## src/rtl/alsu_pkg.sv

```systemverilog
package alsu_pkg;

  typedef enum logic [1:0] {
    UNIT_ARITH = 2'b00,
    UNIT_LOGIC = 2'b01,
    UNIT_SHR   = 2'b10,
    UNIT_SHL   = 2'b11
  } unitSel_e;

  typedef enum logic [1:0] {
    LOG_AND = 2'b00,
    LOG_OR  = 2'b01,
    LOG_XOR = 2'b10,
    LOG_NOT = 2'b11
  } logicOp_e;

  // how the B input of each full adder is formed
  typedef enum logic [1:0] {
    BSRC_PASS   = 2'b00,
    BSRC_INVERT = 2'b01,
    BSRC_ONES   = 2'b10,
    BSRC_ZERO   = 2'b11
  } bSrc_e;

  typedef struct packed {
    unitSel_e unit;
    logicOp_e logicOp;
    bSrc_e    bSrc;
    logic     adderCin;
    logic     carryKeep;
  } ctrlStrobes_t;

endpackage

```

## src/rtl/alsu_ctrl.sv

```systemverilog
module alsu_ctrl
  import alsu_pkg::*;
(
  input  logic [3:0]   opSel,
  input  logic         carryIn,
  output ctrlStrobes_t strobes
);

  always_comb begin
    strobes.unit      = unitSel_e'(opSel[3:2]);
    strobes.logicOp   = logicOp_e'(opSel[1:0]);
    strobes.carryKeep = (opSel[3:2] == UNIT_ARITH);
    strobes.adderCin  = carryIn;
    strobes.bSrc      = BSRC_PASS;
    unique case (opSel[1:0])
      2'b00: strobes.bSrc = BSRC_PASS;
      2'b01: strobes.bSrc = BSRC_INVERT;
      2'b10: strobes.bSrc = carryIn ? BSRC_ZERO : BSRC_ONES;  // inc / dec
      2'b11: begin                                            // transfer
        strobes.bSrc     = BSRC_ZERO;
        strobes.adderCin = 1'b0;
      end
      default: strobes.bSrc = BSRC_PASS;
    endcase
  end

endmodule

```

## src/rtl/alsu_slice.sv

```systemverilog
module alsu_slice
  import alsu_pkg::*;
(
  input  logic     aBit,
  input  logic     bBit,
  input  logic     aUpper,
  input  logic     aLower,
  input  logic     cIn,
  input  unitSel_e unit,
  input  logicOp_e logicOp,
  input  bSrc_e    bSrc,
  output logic     resBit,
  output logic     cOut
);

  logic bEff;
  logic sumBit;
  logic logicBit;

  always_comb begin
    unique case (bSrc)
      BSRC_PASS:   bEff = bBit;
      BSRC_INVERT: bEff = ~bBit;
      BSRC_ONES:   bEff = 1'b1;
      BSRC_ZERO:   bEff = 1'b0;
      default:     bEff = bBit;
    endcase
  end

  assign sumBit = aBit ^ bEff ^ cIn;
  assign cOut   = (aBit & bEff) | (cIn & (aBit ^ bEff));

  always_comb begin
    unique case (logicOp)
      LOG_AND: logicBit = aBit & bBit;
      LOG_OR:  logicBit = aBit | bBit;
      LOG_XOR: logicBit = aBit ^ bBit;
      LOG_NOT: logicBit = ~aBit;
      default: logicBit = aBit & bBit;
    endcase
  end

  always_comb begin
    unique case (unit)
      UNIT_ARITH: resBit = sumBit;
      UNIT_LOGIC: resBit = logicBit;
      UNIT_SHR:   resBit = aUpper;
      UNIT_SHL:   resBit = aLower;
      default:    resBit = sumBit;
    endcase
  end

endmodule

```

## src/rtl/alsu_datapath.sv

```systemverilog
module alsu_datapath
  import alsu_pkg::*;
#(
  parameter int W = 8
) (
  input  logic [W-1:0] opA,
  input  logic [W-1:0] opB,
  input  logic         fillHigh,
  input  logic         fillLow,
  input  ctrlStrobes_t strobes,
  output logic [W-1:0] result,
  output logic         carryOut
);

  localparam int EXT_W = W + 2;

  logic [W:0]       carryChain;
  logic [EXT_W-1:0] aExt;

  assign carryChain[0] = strobes.adderCin;
  assign aExt          = {fillHigh, opA, fillLow};

  for (genvar i = 0; i < W; i++) begin : g_slice
    alsu_slice u_slice (
      .aBit    (opA[i]),
      .bBit    (opB[i]),
      .aUpper  (aExt[i+2]),
      .aLower  (aExt[i]),
      .cIn     (carryChain[i]),
      .unit    (strobes.unit),
      .logicOp (strobes.logicOp),
      .bSrc    (strobes.bSrc),
      .resBit  (result[i]),
      .cOut    (carryChain[i+1])
    );
  end

  assign carryOut = carryChain[W] & strobes.carryKeep;

endmodule

```

## src/rtl/arith_logic_shifter.sv

```systemverilog
module arith_logic_shifter
  import alsu_pkg::*;
#(
  parameter int W = 8
) (
  input  logic [W-1:0] opA,
  input  logic [W-1:0] opB,
  input  logic         carryIn,
  input  logic [3:0]   opSel,
  input  logic         fillHigh,
  input  logic         fillLow,
  output logic [W-1:0] result,
  output logic         carryOut
);

  ctrlStrobes_t strobes;

  alsu_ctrl u_ctrl (
    .opSel   (opSel),
    .carryIn (carryIn),
    .strobes (strobes)
  );

  alsu_datapath #(.W(W)) u_dp (
    .opA      (opA),
    .opB      (opB),
    .fillHigh (fillHigh),
    .fillLow  (fillLow),
    .strobes  (strobes),
    .result   (result),
    .carryOut (carryOut)
  );

endmodule

```

## config.mk

```make
export PLATFORM = sky130hd
export DESIGN_NAME = arith_logic_shifter
export DESIGN_NICKNAME = d
export VERILOG_FILES = /design/src/rtl/alsu_pkg.sv /design/src/rtl/alsu_ctrl.sv /design/src/rtl/alsu_slice.sv /design/src/rtl/alsu_datapath.sv /design/src/rtl/arith_logic_shifter.sv
export SDC_FILE = /design/constraint.sdc
export NUM_CORES = 1
export LEC_CHECK = 0
export BUFFER_PORTS_ARGS = -buffer_cell sky130_fd_sc_hd__buf_2
export CAP_MARGIN = 20
export CORE_MARGIN = 5
export CORE_UTILIZATION = 50
export DETAILED_ROUTE_END_ITERATION = 7
export PLACE_DENSITY = 0.9
export SYNTH_ARGS = -nofsm -noshare
export SYNTH_HDL_FRONTEND = slang
export SYNTH_SLANG_ARGS = --single-unit
```

## constraint.sdc

```tcl
create_clock -name vclk -period 18.2
set_input_delay 2.73 -clock vclk [all_inputs]
set_output_delay 2.73 -clock vclk [all_outputs]
set_load 0.01 [all_outputs]
```

==> metrics.md <==
| Metric | Value |
|---|---|
| Die Span Y | `56.5 um` |
| Synth Net Count | `156` |
| Synthesized cell area | `0.00108 mm2` |
| Layout Cells excl Fill | `153` |
| Row count | `16` |
| Fill count | `186` |
| Psw | `15.9 uW` |
| Initial DRC count | `4` |
| Worst-path cell chain | `buf_2, nor2b_1, a21oi_1, o22ai_1, fa_1, inv_1, fa_1, fa_1, fa_1, fa_1, fa_1, fa_1, inv_1, fa_1, mux4_2, buf_2` |
| Gr usage total | `0.153` |
| Nets | `175` |
| Total congestion overflow | `0` |
| Rel. slew slack | `0.671` |
| Post-route ant nets | `0` |
| Initial antenna violation count | `0` |
| Design area | `0.00118 mm2` |
| Post-synth cell types | `18` |
| Buf/Inv on CP | `4` |
| Final Hold Fails | `0` |
| Placed Instance Area | `0.00118 mm2` |
| PortBufs | `32` |
| DP Cell Count | `153` |
| Worst hold path type | `input pin to output pin` |
| Wire per inst | `14.7 um` |
| Final-layout clock buffer total | `0` |
| # DRC | `0` |
| Total Wirelength | `2.25 mm` |
| CP peak stage delay | `0.46 ns` |
| Fin. max-slew vios | `0` |
| Post-CTS Setup Inserts | `0` |
| Setup_tns | `0 ns` |
| Highest Clock Rate | `99.1 MHz` |
| Power share of the sequential group | `0` |
| P&R area growth vs syn | `8.91%` |
| Clock Power Share | `0` |
| Initial Utilization | `0.540` |
| Vias in the first global route | `939` |
| Seq. cell area | `0 um2` |
| Area of the die | `0.00319 mm2` |
| Synth Instances | `109` |
| Detailed Routing Iterations Pass 1 | `4` |
| Synth Warn # | `0` |
| Gp weighted congestion | `0.755` |
| Max FO, Critical Path | `8` |
| Routed vias | `851` |
| Syn_area_per_cell | `9.92 um2` |
| Critical Path AT | `7.36 ns` |
| First-pass GRT wire length | `4.08 mm` |
| Yosys top cell by area | `mux4_2` |
| Setup crit start kind | `input pin` |
| RSZ-0062 raised after global routing | `false` |
| Leak pwr | `0.605 nW` |
| Post-CTS Resized | `0` |
| Share of power burned in combinational logic | `1.000` |
| FF+latch count | `0` |
| I/O pins | `32` |
| PnR Total Power | `33.2 uW` |
| Synth top area share | `0.313` |
| Slack of the critical path | `8.11 ns` |
| Die X | `56.5 um` |
| HPWL after DPL | `1.96 mm` |
| Max VDD drop | `0.0140 mV` |
| Kind of cell adding the most delay to the critical path | `adder cells` |
| Final min period | `10.09 ns` |
| Top-count cell post-synth | `inv_1` |
| Pint | `17.3 uW` |
| Tcrit/Tclk final | `0.555` |
| Most used cell, CP | `fa_1` |
| Synth area leaders | `mux4_2 31%, ha_1 19%, fa_1 15%` |
| Largest net degree at the start of global routing | `19` |
| Final-report setup violation count | `0` |
| Pwr dens | `28.2 mW/mm2` |
| Max-Cap Viols | `0` |
| Commonest cells post-synth | `32 x inv_1, 16 x ha_1, 15 x mux4_2` |
| Fraction of final layout cells with drive strength greater than 1 | `0.381` |
| CP max-delay cell | `nor2b_1` |
| Hold_buf cts | `0` |
| Pin slew with the least headroom to its limit | `0.493 ns` |
| Core area | `0.00200 mm2` |
| Place WS | `8.09 ns` |
| Post-synthesis sequential area ratio | `0` |
| Vias per cell | `5.56` |
| Outcome | `completed` |
| Sw Share | `0.479` |
| Crit end category | `output pin` |
| Antenna cells | `0` |
| CP Class | `input pin to output pin` |
| Critical Path RT | `15.47 ns` |
==> layout by cell type, fill, tap and decap left out, types with 2 or more instances in the layout <==
cell type / instances
ha_1: 16
inv_1: 32
fa_1: 8
o22a_1: 6
mux4_2: 15
o22ai_1: 2
buf_2: 32
a21oi_1: 8
==> power groups by stage <==
stage                     logic (mW)  clock network [mW]  registers [mW]
after CTS                     0.0337                   0               0
after detailed placement      0.0335                   0               0
after global placement        0.0319                   0               0
after floorplan               0.0270                   0               0
after global routing          0.0377                   0               0
final                         0.0332                   0               0
==> worst paths after layout <==
check             startpoint         to  slack, ns  cells after the start
hold / removal       fillLow  result[0]       5.87                      3
setup / recovery    opSel[1]  result[7]       8.11                     16
==> final cells by class <==
cell class	count	area (um2)	share of cell area
well taps	27	33.8	0.0287
inverters	33	126	0.107
repair buffers	32	160	0.136
multi-input cells	61	857	0.728
==> worst min-delay path, stage by stage <==
cell and delay (ns):
buf_2 0.08, mux4_2 0.21, buf_2 0.12
==> layer usage <==
metal,vias up,share of wire,GRT usage
met5,-,0,0
met4,0,0,0.0237
met3,0,0.064,0.0206
met2,33,0.56,0.297
met1,418,0.38,0.177
li1,400,-,-
==> stage by stage <==
step / hold WS (ns) / utilization
after CTS: 5.87 / 0.588
after floorplan: 5.75 / -
after global routing: 5.88 / 0.588
after global placement: 5.86 / 0.588
after detailed placement: 5.87 / 0.588
final: 5.87 / 0.588
==> logic make-up (layout without fill, tap and decap cells) <==
kind of cell	after synthesis	after routing	synth area share
buf+inv	48	65	0.207
fa+ha+maj	24	24	0.333
compound gates	17	17	0.104
mux	16	16	0.337
simple gates	4	4	0.0185
Power figures use the tool's default switching activity.
